===== config.mk =====
export PLATFORM = sky130hd
export DESIGN_NAME = tlm_seq_top
export DESIGN_NICKNAME = d
export VERILOG_FILES = /design/src/rtl/tlm_seq_pkg.sv /design/src/rtl/tlm_seq_ctrl.sv /design/src/rtl/tlm_seq_dp.sv /design/src/rtl/tlm_seq_top.sv
export SDC_FILE = /design/constraint.sdc
export NUM_CORES = 2
export LEC_CHECK = 0
export BUFFER_PORTS_ARGS = -buffer_cell sky130_fd_sc_hd__buf_2
export CAP_MARGIN = 15
export CORE_AREA = 2 2 568 570
export CTS_CLUSTER_SIZE = 28
export DETAILED_ROUTE_END_ITERATION = 6
export DIE_AREA = 0 0 570 572
export PLACE_DENSITY = 0.51
export SETUP_SLACK_MARGIN = 0.02
export SKIP_CTS_REPAIR_TIMING = 1
export SYNTH_ARGS = -nofsm -noshare
export SYNTH_HDL_FRONTEND = slang
export SYNTH_SLANG_ARGS = --single-unit
export TNS_END_PERCENT = 20

===== constraint.sdc =====
create_clock -name clk -period 2.9 [get_ports clk]
set_input_delay 0.145 -clock clk [delete_from_list [all_inputs] [get_ports clk]]
set_output_delay 0.145 -clock clk [all_outputs]
set_load 0.02 [all_outputs]

===== src/rtl/tlm_seq_pkg.sv =====
package tlm_seq_pkg;
  timeunit 1ns;
  timeprecision 1ps;

  typedef enum logic [1:0] {
    ST_IDLE,
    ST_SETTLE,
    ST_START,
    ST_WAIT
  } seqState_t;

  // Strobes from the sequencing control to the table datapath
  typedef struct packed {
    logic wrResult;
    logic setTimeout;
  } seqStrobe_t;
endpackage


===== src/rtl/tlm_seq_ctrl.sv =====
module tlm_seq_ctrl
  import tlm_seq_pkg::*;
#(
  parameter int CH_W   = 6,
  parameter int IDX_W  = 6,
  parameter int LEN_W  = 6,
  parameter int TIME_W = 16
) (
  input  logic              clk,
  input  logic              rstN,
  input  logic              startReq,
  input  logic              stopReq,
  input  logic              loopMode,
  input  logic [LEN_W-1:0]  seqLen,
  input  logic [TIME_W-1:0] settleCyc,
  input  logic [TIME_W-1:0] timeoutCyc,
  input  logic [CH_W-1:0]   seqCh,
  input  logic              convDone,
  output logic [IDX_W-1:0]  seqIdx,
  output logic [CH_W-1:0]   curCh,
  output logic              convStart,
  output logic              busy,
  output seqStrobe_t        strobe
);
  timeunit 1ns;
  timeprecision 1ps;

  seqState_t         state;
  logic [IDX_W-1:0]  idx;
  logic [IDX_W-1:0]  nextIdx;
  logic [TIME_W-1:0] cnt;
  logic              lastStep;
  logic              stepDone;

  assign lastStep  = (LEN_W'(idx) + LEN_W'(1)) == seqLen;
  assign nextIdx   = lastStep ? '0 : idx + IDX_W'(1);
  assign seqIdx    = (state == ST_IDLE) ? '0 : nextIdx;
  assign convStart = (state == ST_START);
  assign busy      = (state != ST_IDLE);

  always_comb begin
    strobe.wrResult   = (state == ST_WAIT) && convDone && !stopReq;
    strobe.setTimeout = (state == ST_WAIT) && !convDone && (cnt == timeoutCyc) && !stopReq;
  end
  assign stepDone = strobe.wrResult || strobe.setTimeout;

  always_ff @(posedge clk or negedge rstN) begin
    if (!rstN) begin
      state <= ST_IDLE;
      idx   <= '0;
      curCh <= '0;
      cnt   <= '0;
    end else if (stopReq && state != ST_IDLE) begin
      state <= ST_IDLE;
    end else begin
      case (state)
        ST_IDLE: begin
          if (startReq && seqLen != '0) begin
            state <= ST_SETTLE;
            idx   <= '0;
            curCh <= seqCh;
            cnt   <= '0;
          end
        end
        ST_SETTLE: begin
          if (cnt == settleCyc) state <= ST_START;
          else                  cnt   <= cnt + TIME_W'(1);
        end
        ST_START: begin
          state <= ST_WAIT;
          cnt   <= '0;
        end
        ST_WAIT: begin
          if (stepDone) begin
            if (lastStep && !loopMode) begin
              state <= ST_IDLE;
            end else begin
              state <= ST_SETTLE;
              idx   <= nextIdx;
              curCh <= seqCh;
              cnt   <= '0;
            end
          end else begin
            cnt <= cnt + TIME_W'(1);
          end
        end
        default: state <= ST_IDLE;
      endcase
    end
  end
endmodule


===== src/rtl/tlm_seq_dp.sv =====
module tlm_seq_dp
  import tlm_seq_pkg::*;
#(
  parameter int NUM_CH    = 54,
  parameter int SEQ_DEPTH = 54,
  parameter int DATA_W    = 16,
  parameter int TIME_W    = 16,
  parameter int ADDR_W    = 10,
  parameter int BUS_W     = 32,
  parameter int CH_W      = 6,
  parameter int IDX_W     = 6,
  parameter int LEN_W     = 6
) (
  input  logic              clk,
  input  logic              rstN,
  input  logic [ADDR_W-1:0] regAddr,
  input  logic              regWe,
  input  logic [BUS_W-1:0]  regWdata,
  output logic [BUS_W-1:0]  regRdata,
  input  logic [IDX_W-1:0]  seqIdx,
  output logic [CH_W-1:0]   seqCh,
  input  logic [CH_W-1:0]   curCh,
  input  logic              busy,
  input  seqStrobe_t        strobe,
  input  logic [DATA_W-1:0] convData,
  output logic              startReq,
  output logic              stopReq,
  output logic              loopMode,
  output logic [LEN_W-1:0]  seqLen,
  output logic [TIME_W-1:0] settleCyc,
  output logic [TIME_W-1:0] timeoutCyc,
  output logic              seMode,
  output logic              biasEn
);
  timeunit 1ns;
  timeprecision 1ps;

  localparam int OFF_W = ADDR_W - 2;

  logic [1:0]       region;
  logic [OFF_W-1:0] off;
  logic [CH_W-1:0]  rCh;
  logic             ctlWe;
  logic             curValid;

  logic [CH_W-1:0]   seqList [SEQ_DEPTH];
  logic [1:0]        chCfg   [NUM_CH];
  logic [DATA_W-1:0] firstArr [NUM_CH];
  logic [DATA_W-1:0] lastArr  [NUM_CH];
  logic              firstVld [NUM_CH];
  logic              lastVld  [NUM_CH];
  logic              errReg;

  assign region   = regAddr[ADDR_W-1 -: 2];
  assign off      = regAddr[OFF_W-1:0];
  assign rCh      = off[CH_W:1];
  assign ctlWe    = regWe && (region == 2'd0);
  assign startReq = ctlWe && (off == OFF_W'(0)) && regWdata[0];
  assign stopReq  = ctlWe && (off == OFF_W'(0)) && !regWdata[0];
  assign seqCh    = seqList[seqIdx];

  assign curValid = curCh < CH_W'(NUM_CH);
  assign seMode   = curValid && chCfg[curCh][0];
  assign biasEn   = curValid && busy && chCfg[curCh][0] && chCfg[curCh][1];

  // Configuration registers, list and channel setup
  always_ff @(posedge clk or negedge rstN) begin
    if (!rstN) begin
      loopMode   <= 1'b0;
      seqLen     <= '0;
      settleCyc  <= '0;
      timeoutCyc <= '1;
      errReg     <= 1'b0;
      for (int i = 0; i < SEQ_DEPTH; i++) seqList[i] <= '0;
      for (int i = 0; i < NUM_CH; i++)    chCfg[i]   <= '0;
    end else begin
      if (ctlWe) begin
        case (off)
          OFF_W'(0): loopMode   <= regWdata[1];
          OFF_W'(1): seqLen     <= (regWdata > BUS_W'(SEQ_DEPTH)) ? LEN_W'(SEQ_DEPTH)
                                                                 : LEN_W'(regWdata);
          OFF_W'(2): settleCyc  <= regWdata[TIME_W-1:0];
          OFF_W'(3): timeoutCyc <= regWdata[TIME_W-1:0];
          default: ;
        endcase
      end
      if (regWe && region == 2'd1 && off < OFF_W'(SEQ_DEPTH))
        seqList[off[IDX_W-1:0]] <= regWdata[CH_W-1:0];
      if (regWe && region == 2'd2 && off < OFF_W'(NUM_CH))
        chCfg[off[CH_W-1:0]] <= regWdata[1:0];
      if (strobe.setTimeout)
        errReg <= 1'b1;
      else if (ctlWe && off == OFF_W'(4) && regWdata[1])
        errReg <= 1'b0;
    end
  end

  // Two-slot result entry per channel
  for (genvar c = 0; c < NUM_CH; c++) begin : g_entry
    logic [DATA_W-1:0] firstVal, lastVal;
    logic              firstOk, lastOk;
    logic              hitWr, hitArm;

    assign hitWr  = strobe.wrResult && (curCh == CH_W'(c));
    assign hitArm = regWe && (region == 2'd3) && !off[0] && (rCh == CH_W'(c));

    always_ff @(posedge clk or negedge rstN) begin
      if (!rstN) begin
        firstVal <= '0;
        lastVal  <= '0;
        firstOk  <= 1'b0;
        lastOk   <= 1'b0;
      end else begin
        if (hitWr) begin
          lastVal <= convData;
          lastOk  <= 1'b1;
          if (!firstOk) begin
            firstVal <= convData;
            firstOk  <= 1'b1;
          end
        end
        if (hitArm) firstOk <= 1'b0;
      end
    end

    assign firstArr[c] = firstVal;
    assign lastArr[c]  = lastVal;
    assign firstVld[c] = firstOk;
    assign lastVld[c]  = lastOk;
  end

  // Read mux with same-cycle write bypass on the result table
  always_comb begin
    logic              hit;
    logic [DATA_W-1:0] val;
    logic              vld;
    regRdata = '0;
    hit      = 1'b0;
    val      = '0;
    vld      = 1'b0;
    case (region)
      2'd0: begin
        case (off)
          OFF_W'(0): regRdata = BUS_W'({loopMode, busy});
          OFF_W'(1): regRdata = BUS_W'(seqLen);
          OFF_W'(2): regRdata = BUS_W'(settleCyc);
          OFF_W'(3): regRdata = BUS_W'(timeoutCyc);
          OFF_W'(4): regRdata = BUS_W'({errReg, busy});
          default:   regRdata = '0;
        endcase
      end
      2'd1: if (off < OFF_W'(SEQ_DEPTH)) regRdata = BUS_W'(seqList[off[IDX_W-1:0]]);
      2'd2: if (off < OFF_W'(NUM_CH))    regRdata = BUS_W'(chCfg[off[CH_W-1:0]]);
      default: begin
        if (rCh < CH_W'(NUM_CH)) begin
          hit = strobe.wrResult && (curCh == rCh);
          if (off[0]) begin
            val = hit ? convData : lastArr[rCh];
            vld = hit || lastVld[rCh];
          end else if (hit && !firstVld[rCh]) begin
            val = convData;
            vld = 1'b1;
          end else begin
            val = firstArr[rCh];
            vld = firstVld[rCh];
          end
          regRdata = BUS_W'({vld, val});
        end
      end
    endcase
  end
endmodule


===== src/rtl/tlm_seq_top.sv =====
module tlm_seq_top
  import tlm_seq_pkg::*;
#(
  parameter int NUM_CH    = 54,
  parameter int SEQ_DEPTH = 54,
  parameter int DATA_W    = 16,
  parameter int TIME_W    = 16,
  parameter int ADDR_W    = 10,
  parameter int BUS_W     = 32,
  localparam int CH_W     = $clog2(NUM_CH),
  localparam int IDX_W    = $clog2(SEQ_DEPTH),
  localparam int LEN_W    = $clog2(SEQ_DEPTH + 1)
) (
  input  logic              clk,
  input  logic              rstN,
  input  logic [ADDR_W-1:0] regAddr,
  input  logic              regWe,
  input  logic [BUS_W-1:0]  regWdata,
  output logic [BUS_W-1:0]  regRdata,
  output logic [CH_W-1:0]   muxSel,
  output logic              seMode,
  output logic              biasEn,
  output logic              convStart,
  input  logic              convDone,
  input  logic [DATA_W-1:0] convData
);
  timeunit 1ns;
  timeprecision 1ps;

  logic              startReq, stopReq, loopMode, busyInt;
  logic [LEN_W-1:0]  seqLen;
  logic [TIME_W-1:0] settleCyc, timeoutCyc;
  logic [IDX_W-1:0]  seqIdx;
  logic [CH_W-1:0]   seqCh;
  seqStrobe_t        strobe;

  tlm_seq_ctrl #(
    .CH_W(CH_W), .IDX_W(IDX_W), .LEN_W(LEN_W), .TIME_W(TIME_W)
  ) u_ctrl (
    .clk(clk), .rstN(rstN),
    .startReq(startReq), .stopReq(stopReq), .loopMode(loopMode),
    .seqLen(seqLen), .settleCyc(settleCyc), .timeoutCyc(timeoutCyc),
    .seqCh(seqCh), .convDone(convDone),
    .seqIdx(seqIdx), .curCh(muxSel), .convStart(convStart),
    .busy(busyInt), .strobe(strobe)
  );

  tlm_seq_dp #(
    .NUM_CH(NUM_CH), .SEQ_DEPTH(SEQ_DEPTH), .DATA_W(DATA_W), .TIME_W(TIME_W),
    .ADDR_W(ADDR_W), .BUS_W(BUS_W), .CH_W(CH_W), .IDX_W(IDX_W), .LEN_W(LEN_W)
  ) u_dp (
    .clk(clk), .rstN(rstN),
    .regAddr(regAddr), .regWe(regWe), .regWdata(regWdata), .regRdata(regRdata),
    .seqIdx(seqIdx), .seqCh(seqCh), .curCh(muxSel), .busy(busyInt),
    .strobe(strobe), .convData(convData),
    .startReq(startReq), .stopReq(stopReq), .loopMode(loopMode),
    .seqLen(seqLen), .settleCyc(settleCyc), .timeoutCyc(timeoutCyc),
    .seMode(seMode), .biasEn(biasEn)
  );
endmodule


==> run_results.csv <==
group,metric,value,unit
status,outcome,"finished with violations",
status,violations,"negative setup slack",
sta,fmax,234,MHz
die,start_util,34.8,%
clocking,cts_sinks,2338,
sta,setup_tns,-27.48,ns
placed_design,place.gp.congestion,0.961,
clocking,root_buffer,"clkbuf_16",
synth,synth_area_leaders,"dfrtp_1 52%, mux2_2 22%, mux4_2 12%",
synth,synth-seq-area-share,52.5,%
min_path,hp-start,"regWdata[18]",
synth,synth_top_cell_area_share,52.2,%
setup_path,required,2.76,ns
setup_path,reg2reg_to,"u_ctrl.curCh[0]",
synth,synth_seq_cells,2338,
sta,hold_violations,0,
synth,async_flop_share,100,%
finish,register_area,58500,sq um
placed_design,dp_hpwl,261,mm
clocking,cts_tree,"yes",
die,die_w,570,um
power_and_ir_drop,power_density,834,nW/um^2
min_path,holdPathStages,6,
clocking,cts_htree_levels,5,
synth,synth_top_family_by_area,"multiplexers",
global_route,grt-ovfl-total,0,
drt,drtAntennaViolNets,0,
setup_path,worstPathArrival,4.13,ns
drt,drc,0,
setup_path,rr_worst_depth,17,
synth,synth-compound-area-share,5.25,%
drt,drt-initial-drc-count,6933,
sta,rsz0062_at_grt,"yes",
finish,design_area,139000,sq um
synth,synth_common_cells,"2322 x dfrtp_1, 2161 x mux2_2, 591 x mux4_2",
synth,synth-xor-area-share,0.493,%
setup_path,worst_setup_path_end_kind,"output pin",
clocking,clock_latency,0.93,ns
sta,drv_slew,0,
global_route,antenna_found_initial,20,
finish,fin_nets,8772,
synth,synth_fa_ha_area_share,0.0674,%
synth,yosysUniqueCellTypes,84,
synth,synth_edf_count,0,
power_and_ir_drop,p_leak,63.8,nW
sta,setup_slack,-1.38,ns
min_path,hold_class,"in2reg",
die,die_h,572,um
drt,first_pass_iters,7,
run,maxCapViolCount,0,
die,fp.dieArea,326000,sq um
die,io_pins,103,
finish,drive_gt1_share,54.7,%
synth,synth-simple-area-share,4.37,%
die,coreArea,320000,sq um
finish,multi_input_area,51800,sq um
global_route,grt_usage,23.6,%
synth,syn_avg_cell_area,14.3,sq um
power_and_ir_drop,vdd_drop_max,0.000637,V
sta,clock_skew,0.0629,ns
clocking,cts_buffer_depth,4,
sta,max_slew_margin,17.2,%
global_route,grt_start_max_net_pins,107,
placed_design,place_area,126000,sq um
drt,totalWireLength,394,mm
die,row_count,208,
sta,fin_crit,4.28,ns
setup_path,worstReg2RegStart,"u_ctrl.idx[0]",
finish,areaGrowthSynthToFinish,25.1,%
placed_design,pre_cts_slack,-1.07,ns
sta,worstMarginPinSlew,1.24,ns
drt,dr_total_vias,75242,
synth,synth.most_common_cell,"dfrtp_1",
finish,fillerInstances,28709,
sta,finalCritPeriodShare,147,%
setup_path,cp-start-kind,"flop",
drt,routed_via_density,5.73,
setup_path,regToRegSetupSlack,-0.39,ns
setup_path,path_class,"reg2out",
sta,finalSetupViolCount,139,
synth,syn-cell-area,111000,sq um
drt,wl_per_cell,30.0,um
min_path,holdPathEnd,"u_dp.seqLen[5]",
clocking,clk_pin_slew,0.06,ns
global_route,grt_pass1_wl,565,mm
synth,synth_cells,7786,
placed_design,place.port_buffers,87,
synth,yosysTopAreaCell,"dfrtp_1",
setup_path,path_max_fanout,2,
synth,synth_mux_area_share,34.4,%
clocking,cts_buffers,279,
global_route,grt_pass1_vias,77317,
synth,dominantRegCellSynth,"dfrtp_1",
synth,yosysWarnings,0,
[through the flow]
stage / cells / total power, mW / util (%) / hold WS, ns
3_3_place_gp: 12496 / 76.3 / 39.5 / 0.281
6_report: 13122 / 116 / 43.6 / 0.0337
3_5_place_dp: 12496 / 77.7 / 39.5 / 0.276
4_1_cts: 12987 / 114 / 42.5 / -0.697
2_1_floorplan: 7800 / 65.4 / - / -0.151
5_1_grt: 13115 / 121 / 43.5 / 0.00849
[critical path: stages, from the launching register on]
cell	delay [ns]
dfrtp_1	0.40
mux4_2	0.45
nor2b_1	0.14
o311ai_0	0.61
a31o_2	0.31
o22ai_1	0.10
o21bai_1	0.51
o211ai_1	0.36
buf_4	0.24
buf_6	0.12
[metal layers]
| metal | track usage (%) | wire, um | vias up |
|---|---|---|---|
| met2 | 36.5 | 178000 | 2800 |
| met3 | 3.80 | 25800 | 624 |
| met4 | 6.96 | 12100 | 4 |
| met1 | 34.0 | 178000 | 40803 |
| li1 | - | - | 31011 |
| met5 | 0 | 24 | - |
[registers in the layout, indices dropped and copies added (netlist names)]
signal,count
u_dp.g_entry.lastOk,54
u_dp.timeoutCyc,16
u_dp.g_entry.firstOk,54
u_ctrl.curCh,6
u_ctrl.state,2
u_dp.loopMode,1
u_ctrl.cnt,16
u_dp.settleCyc,16
u_dp.seqList,324
u_dp.errReg,1
u_dp.seqLen,6
u_dp.g_entry.lastVal,864
u_ctrl.idx,6
u_dp.chCfg,108
u_dp.g_entry.firstVal,864
[kinds of logic (layout without fill, tap and decap cells)]
group | after synthesis | in the layout
compound gates | 825 | 825
xor+xnor | 58 | 58
fa+ha+maj | 6 | 6
buf+inv | 725 | 1839
flops | 2338 | 2338
mux | 2820 | 2820
other cells | 1 | 23
simple gates | 1013 | 1013
[power by group]
group	internal (mW)	switching (mW)	leakage (nW)
sequential	42.8	5.27	32.0
clock	21.7	14.5	4.61
combinational	17.9	14.0	27.2
total	82.4	33.7	63.8
[layout make-up]
class                      count  share of cell area [%]
sequential                  2338                    42.0
multi-input combinational   4737                    37.2
timing repair buffer        1325                    10.2
clock buffer                 411                    5.94
tap                         4200                    3.77
clock inverter                80                   0.790
inverter                      23                  0.0674
antenna                        8                  0.0144
[cell usage in the layout (no fill, tap or decap), drive strengths merged, types with 60 or more instances in the layout]
cell type and n:
dfrtp 2322, mux2 2161, buf 1269, mux4 591
nand2 431, clkbuf 428, nor2 246, o21ai 158
a21oi 140, a22oi 96, mux2i 68, nor3 66
or2 61, a221oi 60
[worst max path at each step]
stage                        startpoint           end  slack, ns  cells past startpoint
2_1_floorplan                regAddr[1]  regRdata[16]      -0.04                     11
3_3_place_gp                 regAddr[1]   regRdata[1]      -1.11                     12
3_5_place_dp                 regAddr[1]   regRdata[0]      -1.07                     12
4_1_cts        u_dp.g_entry[11].firstOk   regRdata[0]      -1.58                     12
5_1_grt        u_dp.g_entry[11].firstOk   regRdata[0]      -1.39                     13
6_report                 u_dp.chCfg[38]   regRdata[0]      -1.38                      9
(Power assumes the default switching activity.)
